## src/rtl/rxwin_pkg.sv

```systemverilog
package rxwin_pkg;

  typedef enum logic [1:0] {
    ST_IDLE   = 2'd0,
    ST_TX     = 2'd1,
    ST_GUARD  = 2'd2,
    ST_LISTEN = 2'd3
  } rxState_t;

  // strobes from control to datapath
  typedef struct packed {
    logic clearAll;
    logic loadCfg;
    logic runGrid;
  } gridCtrl_t;

endpackage

```

## src/rtl/rxwin_ctrl.sv

```systemverilog
module rxwin_ctrl
  import rxwin_pkg::*;
(
  input  logic      clk,
  input  logic      rstN,
  input  logic      txStart,
  input  logic      txEnd,
  input  logic      guardIsZero,
  input  logic      guardDone,
  output gridCtrl_t ctrl,
  output logic      rxEnable
);

  rxState_t state, stateNext;

  always_comb begin
    stateNext = state;
    if (txStart)                               stateNext = ST_TX;
    else if (txEnd)                            stateNext = guardIsZero ? ST_LISTEN : ST_GUARD;
    else if (state == ST_GUARD && guardDone)   stateNext = ST_LISTEN;
  end

  always_ff @(posedge clk or negedge rstN) begin
    if (!rstN) state <= ST_IDLE;
    else       state <= stateNext;
  end

  always_comb begin
    ctrl.clearAll = txStart;
    ctrl.loadCfg  = txEnd && !txStart;
    ctrl.runGrid  = !txStart && !txEnd &&
                    (state == ST_GUARD || state == ST_LISTEN);
  end

  assign rxEnable = (state == ST_LISTEN);

  // a transmission start silences the receiver on the next cycle
  p_start_kills_r4: assert property (@(posedge clk) disable iff (!rstN)
    txStart |=> !rxEnable);

  // zero guard opens the receiver right after the end edge
  p_zero_guard_r3: assert property (@(posedge clk) disable iff (!rstN)
    (txEnd && !txStart && guardIsZero) |=> rxEnable);

  // receiver stays closed while the guard has not run out
  p_guard_hold_r2: assert property (@(posedge clk) disable iff (!rstN)
    (state == ST_GUARD && !guardDone && !txStart && !txEnd) |=> !rxEnable);

endmodule

```

## src/rtl/rxwin_grid.sv

```systemverilog
module rxwin_grid
  import rxwin_pkg::*;
#(
  parameter int BIT_CYCLES = 128,
  parameter int GUARD_W    = 8,
  parameter int PHASE_W    = 8,
  parameter int NUM_TAPS   = 2
) (
  input  logic               clk,
  input  logic               rstN,
  input  gridCtrl_t          ctrl,
  input  logic [GUARD_W-1:0] guardBits,
  input  logic [PHASE_W-1:0] phaseOffset,
  input  logic               rxEnable,
  output logic               guardIsZero,
  output logic               guardDone,
  output logic [NUM_TAPS-1:0] tapStrobe
);

  localparam int PH_W     = $clog2(BIT_CYCLES);
  localparam int TAP_STEP = BIT_CYCLES / NUM_TAPS;
  localparam logic [PH_W-1:0] PH_LAST = PH_W'(BIT_CYCLES - 1);

  logic [PH_W-1:0]    gridPh;
  logic [GUARD_W-1:0] bitsLeft;
  logic [PH_W-1:0]    offQ;
  logic [PHASE_W+PH_W-1:0] offExt;

  assign offExt      = {{PH_W{1'b0}}, phaseOffset};
  assign guardIsZero = (guardBits == '0);
  assign guardDone   = (bitsLeft == GUARD_W'(1)) && (gridPh == PH_LAST);

  always_ff @(posedge clk or negedge rstN) begin
    if (!rstN) begin
      gridPh   <= '0;
      bitsLeft <= '0;
      offQ     <= '0;
    end else if (ctrl.clearAll) begin
      gridPh   <= '0;
      bitsLeft <= '0;
      offQ     <= '0;
    end else if (ctrl.loadCfg) begin
      gridPh   <= '0;
      bitsLeft <= guardBits;
      offQ     <= offExt[PH_W-1:0];   // modulo one bit period
    end else if (ctrl.runGrid) begin
      gridPh <= gridPh + 1'b1;
      if (gridPh == PH_LAST && bitsLeft != '0)
        bitsLeft <= bitsLeft - 1'b1;
    end
  end

  for (genvar t = 0; t < NUM_TAPS; t++) begin : g_tap
    logic [PH_W-1:0] tapPos;
    assign tapPos       = offQ + PH_W'(t * TAP_STEP);
    assign tapStrobe[t] = rxEnable && (gridPh == tapPos);
  end

  // settings are captured on the end edge
  p_load_cfg_r9: assert property (@(posedge clk) disable iff (!rstN)
    ctrl.loadCfg |=> (gridPh == '0 && bitsLeft == $past(guardBits)));

  // no strobe without an open receiver
  p_strobe_gated_r5: assert property (@(posedge clk) disable iff (!rstN)
    (tapStrobe != '0) |-> rxEnable);

  // the taps never coincide
  p_taps_apart_r7: assert property (@(posedge clk) disable iff (!rstN)
    $onehot0(tapStrobe));

endmodule

```

## src/rtl/rx_window_timer.sv

```systemverilog
module rx_window_timer
  import rxwin_pkg::*;
#(
  parameter int BIT_CYCLES = 128,
  parameter int GUARD_W    = 8,
  parameter int PHASE_W    = 8
) (
  input  logic               clk,
  input  logic               rstN,
  input  logic               txStart,
  input  logic               txEnd,
  input  logic [GUARD_W-1:0] guardBits,
  input  logic [PHASE_W-1:0] phaseOffset,
  output logic               rxEnable,
  output logic               bitStrobe,
  output logic               halfStrobe
);

  localparam int NUM_TAPS = 2;

  gridCtrl_t           ctrl;
  logic                guardIsZero;
  logic                guardDone;
  logic [NUM_TAPS-1:0] tapStrobe;

  rxwin_ctrl u_ctrl (
    .clk        (clk),
    .rstN       (rstN),
    .txStart    (txStart),
    .txEnd      (txEnd),
    .guardIsZero(guardIsZero),
    .guardDone  (guardDone),
    .ctrl       (ctrl),
    .rxEnable   (rxEnable)
  );

  rxwin_grid #(
    .BIT_CYCLES(BIT_CYCLES),
    .GUARD_W   (GUARD_W),
    .PHASE_W   (PHASE_W),
    .NUM_TAPS  (NUM_TAPS)
  ) u_grid (
    .clk        (clk),
    .rstN       (rstN),
    .ctrl       (ctrl),
    .guardBits  (guardBits),
    .phaseOffset(phaseOffset),
    .rxEnable   (rxEnable),
    .guardIsZero(guardIsZero),
    .guardDone  (guardDone),
    .tapStrobe  (tapStrobe)
  );

  assign bitStrobe  = tapStrobe[0];
  assign halfStrobe = tapStrobe[1];

  // a bit strobe is not repeated on the following cycle
  p_bit_single_r6: assert property (@(posedge clk) disable iff (!rstN)
    (bitStrobe && !txStart && !txEnd) |=> !bitStrobe);

endmodule

```

## config.mk

```make
export PLATFORM = sky130hd
export DESIGN_NAME = rx_window_timer
export DESIGN_NICKNAME = d
export VERILOG_FILES = /design/src/rtl/rxwin_pkg.sv /design/src/rtl/rxwin_ctrl.sv /design/src/rtl/rxwin_grid.sv /design/src/rtl/rx_window_timer.sv
export SDC_FILE = /design/constraint.sdc
export NUM_CORES = 1
export LEC_CHECK = 0
export ABC_AREA = 0
export BUFFER_PORTS_ARGS = -buffer_cell sky130_fd_sc_hd__buf_2
export CAP_MARGIN = 5
export CORE_MARGIN = 2
export CORE_UTILIZATION = 50
export DETAILED_ROUTE_END_ITERATION = 6
export GPL_ROUTABILITY_DRIVEN = 1
export PLACE_DENSITY = 0.72
export SETUP_SLACK_MARGIN = 0.02
export SKIP_CTS_REPAIR_TIMING = 1
export SLEW_MARGIN = 20
export SYNTH_ARGS = -nofsm -noshare
export SYNTH_HDL_FRONTEND = slang
export SYNTH_SLANG_ARGS = --single-unit
```

## constraint.sdc

```tcl
create_clock -name clk -period 4 [get_ports clk]
set_clock_uncertainty 0.2 [all_clocks]
set_input_delay 0.4 -clock clk [delete_from_list [all_inputs] [get_ports clk]]
set_output_delay 0.4 -clock clk [all_outputs]
set_load 0.02 [all_outputs]
```

# Word-level counts from Yosys, hierarchy flattened

Cells that the tools add are included.

$add $sub $neg: 3
Equality and inequality tests: 6
Muxes and demuxes: 13
Reductions and logical operators: 18

Operator list:

| operator                                          | count |
|---|---|
| 2-to-1 mux 7 bit                                  | 5 |
| 2-to-1 mux 8 bit                                  | 4 |
| == test 7 bit                                     | 2 |
| nonzero test 3 bit                                | 3 |
| == test 8 x 1 -> 1 bit (second input constant)    | 1 |
| logical AND 1 bit                                 | 8 |
| logical NOT 8 bit                                 | 1 |
| nonzero test 8 bit                                | 1 |
| subtractor 8 x 1 -> 8 bit (second input constant) | 1 |
| adder 7 x 1 -> 7 bit (second input constant)      | 1 |
| adder 7 bit (second input constant)               | 1 |
| == test 7 bit (second input constant)             | 1 |
| 2-to-1 mux 2 bit                                  | 3 |
| == test 2 bit (second input constant)             | 2 |
| logical NOT 1 bit                                 | 2 |
| AND reduction 2 bit                               | 1 |
| nonzero test 2 bit                                | 1 |
| logical OR 1 bit                                  | 1 |
| 2-to-1 mux 1 bit                                  | 1 |

Register bits: 24
Output and inout bits: 3

# Longest topological paths before layout

Gate-level depths: netlist of run 1.

Word-level depth: 6
Mapped depth: 6
Gate-level depth less buffers: 5

# Hierarchy

From an unflattened synthesis of run 1, not the netlist that was laid out.

Cells, all modules: 153
Area, all modules: 1452.6 um^2

Modules (own cells, without submodules):

| module     | times used | cells each | area each (um^2) | seq. area each (um^2) |
|---|---|---|---|---|
| rxwin_grid | 1          | 142        | 1345.0           | 550.5 |
| rxwin_ctrl | 1          | 11         | 107.6            | 50.0 |

# Worst setup path after synthesis of run 1

OpenSTA, ideal clock, no wires.

Path type: reg2out
Start point: reg u_ctrl.state[1]
End point: out halfStrobe
Data arrival time: 1.466 ns
Required time: 3.400 ns
Path slack: 1.934 ns
Stages on the path, launching flop included: 6
Cell sequence: dfrtp_1 > buf_6 > and2_2 > nand4_1 > or4_1 > nor2b_1

Longest elaborated chain between the ends: 2

Ends and longest elaborated chain:

| element                  | line                  | text |
|---|---|---|
| start: declaration       | rxwin_ctrl.sv:14      | `rxState_t state, stateNext;` |
| start signal: assignment | rxwin_ctrl.sv:25      | `else state <= stateNext;` |
| == test 2 bit            | rxwin_ctrl.sv:35      | `assign rxEnable = (state == ST_LISTEN);` |
| net rxEnable             | rx_window_timer.sv:14 | `output logic rxEnable,` |
| logical AND 1 bit        | rxwin_grid.sv:56      | `assign tapStrobe[t] = rxEnable && (gridPh == tapPos);` |
| end: declaration         | rx_window_timer.sv:16 | `output logic halfStrobe` |

The timed path passes the listed nets, and every way through them passes these cells.

# Final worst setup path of run 1

Start point: reg u_grid.gridPh[2]
End point: out bitStrobe

Longest elaborated chain between the ends: 2

Ends and longest elaborated chain:

| element                  | line                  | text |
|---|---|---|
| start: declaration       | rxwin_grid.sv:24      | `logic [PH_W-1:0] gridPh;` |
| start signal: assignment | rxwin_grid.sv:47      | `gridPh <= gridPh + 1'b1;` |
| == test 7 bit            | rxwin_grid.sv:56      |  |
| logical AND 1 bit        | rxwin_grid.sv:56      |  |
| end: declaration         | rx_window_timer.sv:15 | `output logic bitStrobe,` |

No other way between the ends.

==> results of run 1 <==
synthesized netlist by cell type (2+ instances only):
cell type,instances,area (um^2)
dfrtp_1,24,600.6
xor2_1,6,52.55
and4b_1,2,20.02
ha_1,4,50.05
xnor2_1,6,52.55
a2111oi_2,5,75.07
o21ai_0,3,15.01
mux2i_1,8,80.08
clkbuf_1,5,18.77
nor4_1,5,31.28
nor2b_1,3,18.77
nand3_1,2,10.01
a311oi_1,5,43.79
nand4_1,3,18.77
nand2_1,6,22.52
a21oi_1,2,10.01
and2_2,2,15.01
nor2_1,29,108.9
or3_1,5,31.28
inv_1,4,15.01
and3_1,3,18.77
worst register-to-register path, delay by kind of cell (launching register included):
kind / cells / cell delay [ns]
AND/OR/NAND/NOR: 3 / 0.80
flip-flops: 1 / 0.45
adder cells (fa/ha/maj): 1 / 0.20
AO/OA/AOI/OAI: 1 / 0.30
power groups by stage:
stage               registers [mW]  logic [mW]  clock network (mW)
floorplan                    0.266      0.0558                   0
finish                       0.265      0.0774               0.173
global route                 0.268      0.0877               0.186
detailed placement           0.270      0.0771                   0
CTS                          0.265      0.0773               0.177
global placement             0.269      0.0741                   0
registers in the layout, indices dropped and copies added (netlist names):
signal / count
u_grid.gridPh: 7
u_grid.bitsLeft: 8
u_ctrl.state: 2
u_grid.offQ: 7
metal layers:
metal	wire [um]	up-vias	part of all wire (%)
met5	0	-	0
met1	1249	572	43
met3	75	4	2.6
li1	-	564	-
met2	1509	23	53
met4	37	0	1.3
how the worst max path moves through the flow:
stage	startpoint	endpoint	slack (ns)	depth (start not counted)
CTS	u_grid.gridPh[2]	bitStrobe	1.56	5
floorplan	u_ctrl.state[1]	halfStrobe	1.93	5
detailed placement	u_grid.gridPh[2]	halfStrobe	1.92	5
finish	u_grid.gridPh[2]	bitStrobe	1.57	5
global route	u_ctrl.state[1]	halfStrobe	1.46	5
global placement	u_ctrl.state[1]	halfStrobe	1.97	5
area by class of cell:
type | instances | area, um^2 | share of cell area (%)
sequential | 24 | 600.6 | 37.56
inverter | 4 | 15.01 | 0.9390
clock buffer | 3 | 22.52 | 1.408
timing repair buffer | 22 | 115.1 | 7.199
tap | 31 | 38.79 | 2.426
multi-input combinational | 112 | 777.0 | 48.59
clock inverter | 1 | 30.03 | 1.878
cells by family after synthesis:
group / count (synthesis)
compound gates: 18
xor+xnor: 12
fa+ha+maj: 4
buf+inv: 13
flops: 24
mux: 8
simple gates: 70
==> impl_results.md, run 1 <==
* P_leak at 0.7326 nW
* Tcrit/Tclk final at 60.84%
* Ys flop type: dfrtp_1
* Routed wire length at 2.872 mm
* Slew headroom at 63.64%
* TritonCTS buffer count at 3
* CP Max Fanout at 4
* Antenna-violating nets left at 0
* Mean Syn Cell Area at 9.640 um^2
* Slew Viols, Final at 0
* FP Rows at 19
* Layout Utilization at 58.49%
* Buf/Inv on CP at 1
* Pint at 0.3878 mW
* Status: complete, no violations
* Initial Util at 52.54%
* Library cells used by synthesis at 38
* Reg-to-Reg End: u_grid.bitsLeft[7]
* Final #Nets at 191
* Maximum Capacitance Violations at 0
* Fin cells at 197
* Reg-to-reg slack, setup at 1.96 ns
* Crit path max-delay family: simple AND/OR/NAND/NOR gates
* Synth-to-layout area growth at 11.32%
* CTS clk-pin slew, worst paths at 0.13 ns
* Main combinational cell family by area after synthesis: simple AND/OR/NAND/NOR gates
* Die X at 57.60 um
* Sw Pwr at 0.1284 mW
* Sw Ratio at 24.87%
* Critical path's slowest cell: dfrtp_1
* Post-Syn Nets at 173
* Hold Slack at 0.1230 ns
* Total chip power at 0.5162 mW
* Measured slew at the worst slew-check pin at 0.5453 ns
* M3 GR Usage at 2.721%
* Layout Cell Area excl Fill at 0.001599 mm^2
* Data arrival, critical path at 1.83 ns
* Beginning of the worst register-to-register path: u_grid.gridPh[0]
* M2 GR Usage at 33.28%
* Vias in the first global route at 1114
* Power Dens Cells at 322.8 mW/mm^2
* Worst-path cell chain: xnor2_1 > nand4_1 > or4_1 > nor2_1 > buf_2
* Hold WC Path Type: in2reg
* Compound-Gate Fraction of Synth Area at 11.67%
* Multiplexer area fraction after synthesis at 5.575%
* Full die area at 0.003318 mm^2
* Layout cells sized above 1 at 22.89%
* Core Area at 0.002734 mm^2
* Final setup TNS at 0 ns
* Fill cell count at 243
* Critical Path End Type: output port
* Post-synthesis async set-or-reset flop share at 100.0%
* Iter 0 DRT Violations at 62
* Final setup margin at 1.567 ns
* Vias per std cell at 5.904
* Critical Path Max Stage Delay at 0.46 ns
* Fin crit period at 2.433 ns
* Crit path launch type: flip-flop
* Commonest non-fill, non-tap cell in the layout: nor2_1
* Min-delay src: phaseOffset[1]
* Wire per inst at 14.58 um
* Pin count of the biggest net entering global routing at 25
* CTS tree: built
* Hold depth at 3
* Via count at 1163
* Diodes inserted at 0
* Worst-Skew Late Latency at 0.31 ns
* Final hold violation count at 0
* Gate power share at 15.0%
* Most frequent cells in the layout: nor2_1, dfrtp_1, buf_2
* Root Driver: clkbuf_4
* Max clock buf depth at 2
* Port buffer count at 21
* Area post-placement at 0.001536 mm^2
* DR DRC count at 0
* Most Crowded Layer GR: met2
* Mapped cell area at 0.001436 mm^2
* Antenna violations before repair at 0
* Post-Synth Simple-Gate Area at 26.05%
* Synth warn at 0
* Placed Cells at 192
* First-pass GRT wire length at 4.919 mm
* XOR/XNOR share of the synthesized area at 7.317%
* Tot GR Track Use at 18.84%
* Gr ovfl total at 0
* Met1 usage at 23.99%
* R2R depth at 5
* Half-perimeter wire length after placement at 2.154 mm
* Dpl ws at 1.918 ns
* Max VDD drop at 0.2412 mV
* Finish-stage setup viols at 0
* CP Data Required Time at 3.40 ns
* Critical path type: reg2out
* Clock network power share at 33.6%
* Die Span Y at 57.60 um
* Initial DRT Pass Iterations at 4
* Gpl congestion at 0.8157
* Hold Crit Endpoint: u_grid.offQ[1]
* EDFF count, synth at 0
* H-tree lvl count at 1
* RSZ-0062 raised after global routing: no
* Fmax at 410.9 MHz
* Sequential share of power at 51.4%
* Clock sink count at 24
* Sequential area share after synthesis at 41.81%
* # IOs at 23
* Synth Register Bits at 24
* Post-synthesis adder-cell area fraction at 3.484%
* Cells after Synth at 149
Note: power is estimated with default switching activity, not from simulation.
==> inputs of run 2 (changes only) <==
--- a/config.mk
+++ b/config.mk
@@ -12,7 +12,7 @@
 export CORE_UTILIZATION = 50
 export DETAILED_ROUTE_END_ITERATION = 6
 export GPL_ROUTABILITY_DRIVEN = 1
-export PLACE_DENSITY = 0.72
+export PLACE_DENSITY = 0.75
 export SETUP_SLACK_MARGIN = 0.02
 export SKIP_CTS_REPAIR_TIMING = 1
 export SLEW_MARGIN = 20
==> constraint.sdc (replaced) <==
create_clock -name clk -period 2.1 [get_ports clk]
set_clock_uncertainty 0.2 [all_clocks]
set_input_delay 0.21 -clock clk [delete_from_list [all_inputs] [get_ports clk]]
set_output_delay 0.21 -clock clk [all_outputs]
set_load 0.02 [all_outputs]
==> impl_results.md, run 2 (same netlist as run 1, synthesis figures left out) <==
* Antenna-violating nets left at 0
* Reg-to-Reg End: u_grid.bitsLeft[6]
* P_leak at 0.8359 nW
* Root Driver: clkbuf_4
* Failing checks: setup timing
* Maximum Capacitance Violations at 0
* Iter 0 DRT Violations at 24
* CTS tree: built
* CP Max Fanout at 4
* Fin crit period at 2.177 ns
* Vias in the first global route at 1120
* Clock sink count at 24
* Hold WC Path Type: in2reg
* Biggest register: u_grid.bitsLeft
* Layout cells sized above 1 at 29.73%
* First-pass GRT wire length at 5.175 mm
* Reg-to-reg slack, setup at 0.06 ns
* Fmax at 459.3 MHz
* Critical path type: reg2out
* Max clock buf depth at 2
* Power Dens Cells at 511.0 mW/mm^2
* Full die area at 0.003318 mm^2
* Via count at 1266
* Commonest non-fill, non-tap cell in the layout: nor2_1
* FP Rows at 19
* Core Area at 0.002734 mm^2
* Final hold violation count at 0
* DR DRC count at 0
* TritonCTS buffer count at 3
* Finish-stage setup viols at 2
* Data arrival, critical path at 1.77 ns
* Wire per inst at 15.52 um
* RSZ-0062 raised after global routing: yes
* Max reg flops at 8
* Gpl congestion at 0.7917
* Measured slew at the worst slew-check pin at 0.5486 ns
* Status: finished, violations left
* Antenna violations before repair at 0
* Diodes inserted at 0
* Worst-Skew Late Latency at 0.31 ns
* Most frequent cells in the layout: nor2_1, dfrtp_1, buf_2
* CTS clk-pin slew, worst paths at 0.13 ns
* Crit path launch type: flip-flop
* CP Data Required Time at 1.69 ns
* Critical Path End Type: output port
* Layout Utilization at 66.73%
* Fin cells at 216
* Slew headroom at 63.43%
* Die Span Y at 57.60 um
* Vias per std cell at 5.861
* Top flop regs: u_grid.bitsLeft x8, u_grid.gridPh x7, u_grid.offQ x7
* Initial Util at 52.54%
* Half-perimeter wire length after placement at 2.189 mm
* Routed wire length at 3.353 mm
* Initial DRT Pass Iterations at 4
* Worst Setup EP: halfStrobe
* H-tree lvl count at 1
* Beginning of the worst register-to-register path: u_grid.gridPh[0]
* Synth-to-layout area growth at 27.00%
* # IOs at 23
* Port buffer count at 21
* Tot GR Track Use at 20.00%
* Final #Nets at 210
* R2R depth at 6
* Die X at 57.60 um
* CP Launch Point: u_grid.gridPh[3]
* Max VDD drop at 0.4260 mV
* Pin count of the biggest net entering global routing at 25
* Gr ovfl total at 0
* Final setup margin at -0.07702 ns
* Placed Cells at 193
* Slew Viols, Final at 0
* Tcrit/Tclk final at 103.7%
## run 2: area by class of cell
class,count,area [um^2]
Fill cell,206,909.6
Multi-Input combinational cell,112,843.3
Sequential cell,24,603.1
Timing Repair Buffer,41,287.8
Tap cell,31,38.79
Clock buffer,4,36.28
Inverter,4,15.01
## run 2: per-layer routing
layer / up-vias / routed length, um / global-route usage, %
met5: - / 0 / 0
met4: 0 / 21 / 5.316
met3: 2 / 128 / 3.175
met2: 36 / 1790 / 34.25
met1: 624 / 1412 / 26.27
li1: 604 / - / -
## run 2: worst max-delay path, stage by stage, from the launching register on
cell and delay [ns]:
dfrtp_2 0.47, xor2_1 0.18, or4_4 0.52, nor2b_1 0.13, buf_4 0.15
## run 2: power by group
| part | leakage [nW] | internal (mW) | switching [mW] | total, mW |
|---|---|---|---|---|
| combinational | 0.501 | 0.0855 | 0.0976 | 0.183 |
| clock | 0.0210 | 0.106 | 0.138 | 0.244 |
| sequential | 0.314 | 0.484 | 0.0218 | 0.505 |
## run 2: worst min-delay path by stage
stage | from | end | cells past startpoint
after floorplan | rstN | u_ctrl.state[0] | 0
after global placement | rstN | u_grid.bitsLeft[5] | 1
after detailed placement | rstN | u_grid.offQ[0] | 1
after CTS | rstN | u_grid.offQ[0] | 1
after global routing | guardBits[3] | u_grid.bitsLeft[3] | 3
final | guardBits[5] | u_grid.bitsLeft[5] | 3
## run 2: stage by stage
stage                     instance area [um^2]  TNS [ns]  total power [mW]  setup WS (ns)  hold slack (ns)
after floorplan                           1436         0            0.6135         0.2182          -0.2856
after global placement                    1544         0            0.6560         0.1650          0.02492
after detailed placement                  1544         0            0.6637        0.07415          0.02728
after CTS                                 1580   -0.2952            0.9038        -0.1508          -0.3214
after global routing                      1824   -0.3448            0.9774        -0.1683          0.03584
final                                     1824   -0.1154            0.9322       -0.07702          0.03071
